`src/rtl/wdt_pkg.sv`:
```
package wdt_pkg;

  // log2 of the terminal tick count for one selection value
  function automatic int unsigned wdt_term_log(input int unsigned base_log,
                                               input int unsigned step_log,
                                               input int unsigned sel);
    return base_log + step_log * sel;
  endfunction

  // widest count needed over all selections
  function automatic int unsigned wdt_max_log(input int unsigned base_log,
                                              input int unsigned step_log,
                                              input int unsigned sel_w);
    return base_log + step_log * ((1 << sel_w) - 1);
  endfunction

endpackage

```
`src/rtl/wdt_mode.sv`:
```
module wdt_mode #(
  parameter int unsigned WIN_CYCLES = 64,
  parameter int unsigned SEL_W      = 2
) (
  input  logic             clk,
  input  logic             rst,
  input  logic             wr,
  input  logic [SEL_W-1:0] wdata,
  output logic [SEL_W-1:0] sel
);
  localparam int unsigned WIN_W = $clog2(WIN_CYCLES + 1);
  localparam logic [WIN_W-1:0] WIN_END = WIN_W'(WIN_CYCLES);

  logic [WIN_W-1:0] win_cnt;
  logic             win_open;

  assign win_open = (win_cnt < WIN_END);

  // saturating count of clocks since reset
  always_ff @(posedge clk) begin
    if (rst) begin
      win_cnt <= '0;
    end else if (win_open) begin
      win_cnt <= win_cnt + 1'b1;
    end
  end

  always_ff @(posedge clk) begin
    if (rst) begin
      sel <= '0;
    end else if (wr && win_open) begin
      sel <= wdata;
    end
  end

  // once closed, the window stays closed until reset
  assert_window_monotonic_R7: assert property (@(posedge clk) disable iff (rst)
    !win_open |=> !win_open);

  // selection frozen after the window
  assert_locked_after_window_R8: assert property (@(posedge clk) disable iff (rst)
    !win_open |=> $stable(sel));

endmodule

```
`src/rtl/wdt_limit.sv`:
```
module wdt_limit
  import wdt_pkg::*;
#(
  parameter int unsigned SEL_W    = 2,
  parameter int unsigned BASE_LOG = 10,
  parameter int unsigned STEP_LOG = 2,
  parameter int unsigned CNT_W    = 16
) (
  input  logic [SEL_W-1:0] sel,
  output logic [CNT_W-1:0] limit_m1
);
  localparam int unsigned NSEL = 1 << SEL_W;

  logic [CNT_W-1:0] lim_tab [NSEL];

  for (genvar g = 0; g < NSEL; g++) begin : g_lim
    localparam int unsigned LOGT = wdt_term_log(BASE_LOG, STEP_LOG, g);
    assign lim_tab[g] = CNT_W'((64'd1 << LOGT) - 64'd1);
  end

  assign limit_m1 = lim_tab[sel];

endmodule

```
`src/rtl/wdt_count.sv`:
```
module wdt_count #(
  parameter int unsigned CNT_W = 16
) (
  input  logic             clk,
  input  logic             rst,
  input  logic             tick,
  input  logic             refresh,
  input  logic [CNT_W-1:0] limit_m1,
  output logic             armed,
  output logic             fire
);
  logic [CNT_W-1:0] cnt;

  always_ff @(posedge clk) begin
    if (rst) begin
      armed <= 1'b0;
      cnt   <= '0;
      fire  <= 1'b0;
    end else begin
      fire <= 1'b0;
      if (refresh) begin
        armed <= 1'b1;
        cnt   <= '0;
      end else if (armed && tick) begin
        if (cnt >= limit_m1) begin
          fire  <= 1'b1;
          armed <= 1'b0;
          cnt   <= '0;
        end else begin
          cnt <= cnt + 1'b1;
        end
      end
    end
  end

  assert_refresh_arms_R3: assert property (@(posedge clk) disable iff (rst)
    refresh |=> armed && (cnt == '0));

  assert_fire_needs_tick_R4: assert property (@(posedge clk) disable iff (rst)
    fire |-> $past(armed) && $past(tick) && !$past(refresh));

  assert_idle_holds_R4: assert property (@(posedge clk) disable iff (rst)
    (armed && !tick && !refresh) |=> armed && $stable(cnt));

  assert_pulse_single_R6: assert property (@(posedge clk) disable iff (rst)
    fire |=> !fire);

  assert_fire_disarms_R6: assert property (@(posedge clk) disable iff (rst)
    fire |-> !armed);

  assert_refresh_wins_R9: assert property (@(posedge clk) disable iff (rst)
    (refresh && tick) |=> !fire);

endmodule

```
`src/rtl/wdt_top.sv`:
```
module wdt_top
  import wdt_pkg::*;
#(
  parameter int unsigned WIN_CYCLES = 64,
  parameter int unsigned SEL_W      = 2,
  parameter int unsigned BASE_LOG   = 10,
  parameter int unsigned STEP_LOG   = 2
) (
  input  logic             clk,
  input  logic             rst,
  input  logic             osc_tick,
  input  logic             refresh,
  input  logic             mode_wr,
  input  logic [SEL_W-1:0] mode_wdata,
  output logic             wdt_rst_pulse,
  output logic             wdt_armed
);
  localparam int unsigned CNT_W = wdt_max_log(BASE_LOG, STEP_LOG, SEL_W);

  logic [SEL_W-1:0] sel;
  logic [CNT_W-1:0] limit_m1;

  wdt_mode #(
    .WIN_CYCLES(WIN_CYCLES),
    .SEL_W     (SEL_W)
  ) u_mode (
    .clk  (clk),
    .rst  (rst),
    .wr   (mode_wr),
    .wdata(mode_wdata),
    .sel  (sel)
  );

  wdt_limit #(
    .SEL_W   (SEL_W),
    .BASE_LOG(BASE_LOG),
    .STEP_LOG(STEP_LOG),
    .CNT_W   (CNT_W)
  ) u_limit (
    .sel     (sel),
    .limit_m1(limit_m1)
  );

  wdt_count #(
    .CNT_W(CNT_W)
  ) u_count (
    .clk     (clk),
    .rst     (rst),
    .tick    (osc_tick),
    .refresh (refresh),
    .limit_m1(limit_m1),
    .armed   (wdt_armed),
    .fire    (wdt_rst_pulse)
  );

  assert_pulse_needs_arm_R2: assert property (@(posedge clk) disable iff (rst)
    $rose(wdt_rst_pulse) |-> $past(wdt_armed));

endmodule

```
`config.mk`:
```
export PLATFORM = sky130hd
export DESIGN_NAME = wdt_top
export DESIGN_NICKNAME = d
export VERILOG_FILES = /design/src/rtl/wdt_pkg.sv /design/src/rtl/wdt_mode.sv /design/src/rtl/wdt_limit.sv /design/src/rtl/wdt_count.sv /design/src/rtl/wdt_top.sv
export SDC_FILE = /design/constraint.sdc
export NUM_CORES = 1
export LEC_CHECK = 0
export BUFFER_PORTS_ARGS = -buffer_cell sky130_fd_sc_hd__buf_2
export CORE_ASPECT_RATIO = 1.4
export CORE_UTILIZATION = 40
export DETAILED_ROUTE_END_ITERATION = 7
export GPL_ROUTABILITY_DRIVEN = 0
export PLACE_DENSITY = 0.54
export SLEW_MARGIN = 40
export SYNTH_ARGS = -nofsm -noshare
export SYNTH_HDL_FRONTEND = slang
export SYNTH_SLANG_ARGS = --single-unit
```
`constraint.sdc`:
```
create_clock -name clk -period 2.5 [get_ports clk]
set_input_delay 0.5 -clock clk [delete_from_list [all_inputs] [get_ports clk]]
set_output_delay 0.5 -clock clk [all_outputs]
set_load 0.005 [all_outputs]
```
# Word-level counts from Yosys, hierarchy flattened
# Cells that the tools add are included.
# totals
regBits	27
latchBits	0
ram_bits	0
romBits	0
input_bits	7
output_inout_bits	2
elab_cells	27
memories	0
# classes
add_sub_neg	2
n_mul	0
n_div	0
n_lt_le_gt_ge	3
n_eq_ne	0
n_shift	0
n_mux	8
n_bitwise	2
reduce_logical	7
# ops
op	n
2-to-1 mux 16 bit	3
binary-select mux 16 bit (select 2 bit)	1
adder 16 x 1 -> 16 bit, second input constant	1
>= comparator 16 bit	1
adder 7 x 1 -> 7 bit, second input constant	1
less-than comparator 7 bit, second input constant	1
2-to-1 mux 1 bit	4
nonzero test 2 bit	2
>= comparator 3 bit, second input constant	1
NOT 2 -> 3 bit	1
OR reduction 3 bit	1
logical AND 1 bit	2
AND reduction 2 bit	1
OR reduction 2 bit	1
NOT 1 bit	1

# Longest topological paths before layout
# logic_depth
depth_word	8
mapped_depth	8
mapped_depth_nobuf	7

# By module
# From an unflattened synthesis, not the netlist that was laid out.
# hier_totals
cells_unflattened	207
hier_area_um2	1870.5
# modules_own_cells
module	n_inst	cells_per_inst	area_per_inst_um2	seq_area_each_um2
wdt_count	1	154	1373.8	360.3
wdt_mode	1	36	374.1	180.2
wdt_limit	1	17	122.6	0.0

# Least setup slack after synthesis
# OpenSTA, ideal clock, no wires.
# synth_path
kind	reg2reg
from	reg u_count.cnt[11]
to	reg u_count.cnt[11]
setup_time_ns	0.115
arrival_time_ns	1.846
required_ns	2.385
setup_slack_ns	0.540
stages_incl_launch_ff	8
path_buffers	2
path_cell_list	dfxtp_1 buf_6 or4_1 a2111oi_2 a211oi_2 o21ai_2 buf_6 nor2_1
# synth_between
elab_chain_len	2
# synth_lines
item	line_no	rtl
from (decl)	wdt_count.sv:12	logic [CNT_W-1:0] cnt;
from (signal assigned)	wdt_count.sv:30	cnt <= cnt + 1'b1;
adder 16 x 1 -> 16 bit / >= comparator 16 bit (equally long branches)	wdt_count.sv:30, wdt_count.sv:25	
2-to-1 mux 16 bit *	wdt_count.sv:25	if (cnt >= limit_m1) begin
# Mark *: on every way between the ends. The rest lies on a longest branch, timed or not.
# A chain may end at the register's enable or synchronous reset.

# Worst setup path in the final report
# layout_path
from	reg u_mode.sel[0]
to	reg u_count.cnt[11]
# layout_between
elab_chain_len	6
# layout_lines
item	line_no	rtl
from (decl)	wdt_mode.sv:9	output logic [SEL_W-1:0] sel
from (signal assigned)	wdt_mode.sv:32	sel <= wdata;
NOT 2 -> 3 bit (not written as such)	wdt_limit.sv:21	assign limit_m1 = lim_tab[sel];
binary-select mux 16 bit (select 2 bit)	wdt_limit.sv:21	
2-to-1 mux 16 bit (not written as such) (2 in a row)	wdt_limit.sv:21	
>= comparator 16 bit	wdt_count.sv:25	
2-to-1 mux 16 bit	wdt_count.sv:25	
# No other way between the ends. The select of a mux whose other input is x is not followed.

==> impl_metrics.tcl <==
set metrics [dict create \
    design.core.area_um2 3120 \
    powerDensity_nw_per_um2 516 \
    clkLatencyLatePin_ps 270 \
    setup_tns_ps 0 \
    ioPinCount 9 \
    crit_type "reg -> reg" \
    synth_top_family_by_area "simple AND/OR/NAND/NOR gates" \
    synth.distinct_cells 32 \
    power_uw 737 \
    hp-class "in -> reg" \
    p_leak_nw 0.492 \
    ir_worst_vdd_mv 0.388 \
    period_share_pct 90.7 \
    numPortBuffers 8 \
    fin_nets 177 \
    setup_slack_ps 233 \
    placed_cells 198 \
    status "completed" \
    startpoint "u_mode.sel[0]" \
    ant_nets 0 \
    regToRegStartpoint "u_mode.sel[0]" \
    n_fill_cell 326 \
    synth_fa_ha_area_share_pct 5.75 \
    skew_ps 2.53 \
    cp-end-kind "flop" \
    avgSynthCellArea_um2 8.53 \
    slowest_delay_ps 540 \
    cts_tree "yes" \
    crit_required_ps 2650 \
    grt_pass1_wl_mm 4.30 \
    setup_viol 0 \
    remaining_drc_errors 0 \
    crit_path_start_kind "flop" \
    cp_max_fo 12 \
    synth_area_leader_cell "dfxtp_1" \
    arrival_ps 2420 \
    root_buffer "clkbuf_8" \
    drt_first_pass_iters 4 \
    reg2reg_depth 7 \
    placed_area_um2 1380 \
    holdPathStages 3 \
    drtIter0Drc 26 \
    rows 24 \
    grt_pass1_vias 1011 \
    antenna_found_initial 0 \
    synth_edf_count 0 \
    diodes 0 \
    design_area_um2 1430 \
    cp_top_family "compound AO/OA/AOI/OAI gates" \
    holdCritStartpoint "mode_wdata[1]" \
    viasPerCell 5.25 \
    synth-compound-area-share_pct 8.53 \
    synth_top_cell_area_share_pct 41.4 \
    ys_ff_latch 27 \
    dpl.hpwl_mm 1.83 \
    hold_viol 0 \
    cp.buffers_inverters 0 \
    synthCells 153 \
    maxSlewViolCount 0 \
    drive_above_1_share_pct 10.4 \
    die_h_um 69.6 \
    async_reset_ff_share_pct 0 \
    areaGrowthSynthToFinish_pct 9.40 \
    max_freq_ghz 0.441 \
    wirelength_mm 2.52 \
    track_usage_pct 16.0 \
    cts_sinks 27 \
    drv_cap 0 \
    netlist_area_um2 1310 \
    clk_pin_slew_ps 90 \
    dpl_worst_slack_ps 154 \
    period_minus_slack_ps 2270 \
    synth_flop_cell "dfxtp_1" \
    worst_pin_slew_ps 565 \
    path_cells "nand2_1, ha_1, nand4_1, o41ai_1, a211oi_2, o21ai_4, nor2_1" \
    ys_seq_area_share_pct 41.4 \
    grt-ovfl-total 0 \
    die_x_um 50.3 \
    muxShareOfSynthArea_pct 1.53 \
    synth_nets 166 \
    grt_start_max_net_pins 15 \
    wl_per_cell_um 12.5 \
    synthSimpleGateAreaFrac_pct 29.1 \
    max_slew_margin_pct 62.3 \
    rsz0062_at_grt "false" \
    initial_utilization_pct 41.8 \
    htreeDepth 1 \
    cp.depth 7 \
    synth.area.top_cells "dfxtp_1 41%, nor2_1 9.2%, xnor2_1 6.7%" \
    finish.utilization_pct 45.7 \
    cts_made_buffers 3 \
    die-area_um2 3500 \
    fin_hold_ws_ps 455 \
    fin_cells 202 \
    synthXorXnorAreaFrac_pct 10.7 \
    vias 1061 \
    yosys_warnings 0 \
    critPathSlowestCell "o41ai_1" \
    clk_path_buf_depth 2 \
]
-- cell usage after synthesis, drive strengths merged, types with 2 or more instances --
cell   number
mux2i       2
dfxtp      27
nor3        7
ha          6
xnor2      10
buf         2
nor2b       4
nand3       8
o21ai       2
or3         3
and3        2
a21oi       6
or2         2
nand4       5
nor2       32
inv         3
nand2      13
xor2        6
-- sequential cells by signal (all words and copies together), names as in the netlist --
register,count
u_count.armed,1
u_count.cnt,16
u_count.fire,1
u_mode.sel,2
u_mode.win_cnt,7
-- per-layer routing --
metal	wire, µm	GRT usage [%]	vias to the layer above
met1	1220	19.8	491
met5	0	0	-
met4	27	4.76	0
met3	65	2.63	4
met2	1200	27.6	18
li1	-	-	548
-- final timing paths --
check | end | slack [ps]
max | u_count.cnt[11] | 230
min | u_mode.sel[1] | 460
max reg2reg | u_count.cnt[11] | 230
min reg2reg | u_count.cnt[1] | 510
-- logic make-up after synthesis --
kind of cell / Yosys count
xor+xnor: 16
mux: 2
buf+inv: 6
fa+ha+maj: 6
compound gates: 15
flops: 27
simple gates: 81
-- tightest hold or removal path, delay by kind of cell --
family                 cells  cell delay (ps)
AOI/OAI and AO/OA          1               50
buffers and inverters      1               80
and+or+nand+nor            1               70
-- power breakdown --
group	internal, mW	total [mW]	leakage (nW)	switching [mW]
registers	0.438	0.445	0.219	0.00762
logic	0.0179	0.0426	0.251	0.0247
clock network	0.114	0.249	0.0228	0.135
total	0.570	0.737	0.492	0.167
-- layout make-up --
class / instances / area [µm²] / share of cell area (%)
inverter: 3 / 11.3 / 0.789
sequential: 27 / 541 / 37.9
timing repair buffer: 9 / 47.5 / 3.33
multi-input combinational: 120 / 734 / 51.4
clock buffer: 4 / 45.0 / 3.16
tap: 39 / 48.8 / 3.42
-- placed cells by master (no fill, tap or decap) --
cell and n:
a2111oi_2 1, a211oi_2 1, a21oi_1 6, a31oi_1 1
a32o_1 1, and2_1 1, and3_1 2, buf_2 8
buf_4 1, clkbuf_1 1, clkbuf_8 3, dfxtp_1 27
ha_1 6, inv_1 3, mux2i_1 2, nand2_1 13
nand3_1 8, nand4_1 5, nand4b_1 1, nor2_1 32
nor2b_1 4, nor3_1 7, nor3b_1 1, nor4_1 1
o211ai_1 1, o21ai_0 1, o21ai_4 1, o31ai_1 1
o41ai_1 1, or2_2 2, or3_1 3, or4_1 1
xnor2_1 10, xor2_1 6
-- repair_timing --
item | CTS | global route
resized for setup | 0 | 1
hold buffers | 0 | 0
buffers inserted | 0 | 0
setup endpoints to repair | 0 | 12
(Power assumes the default switching activity.)
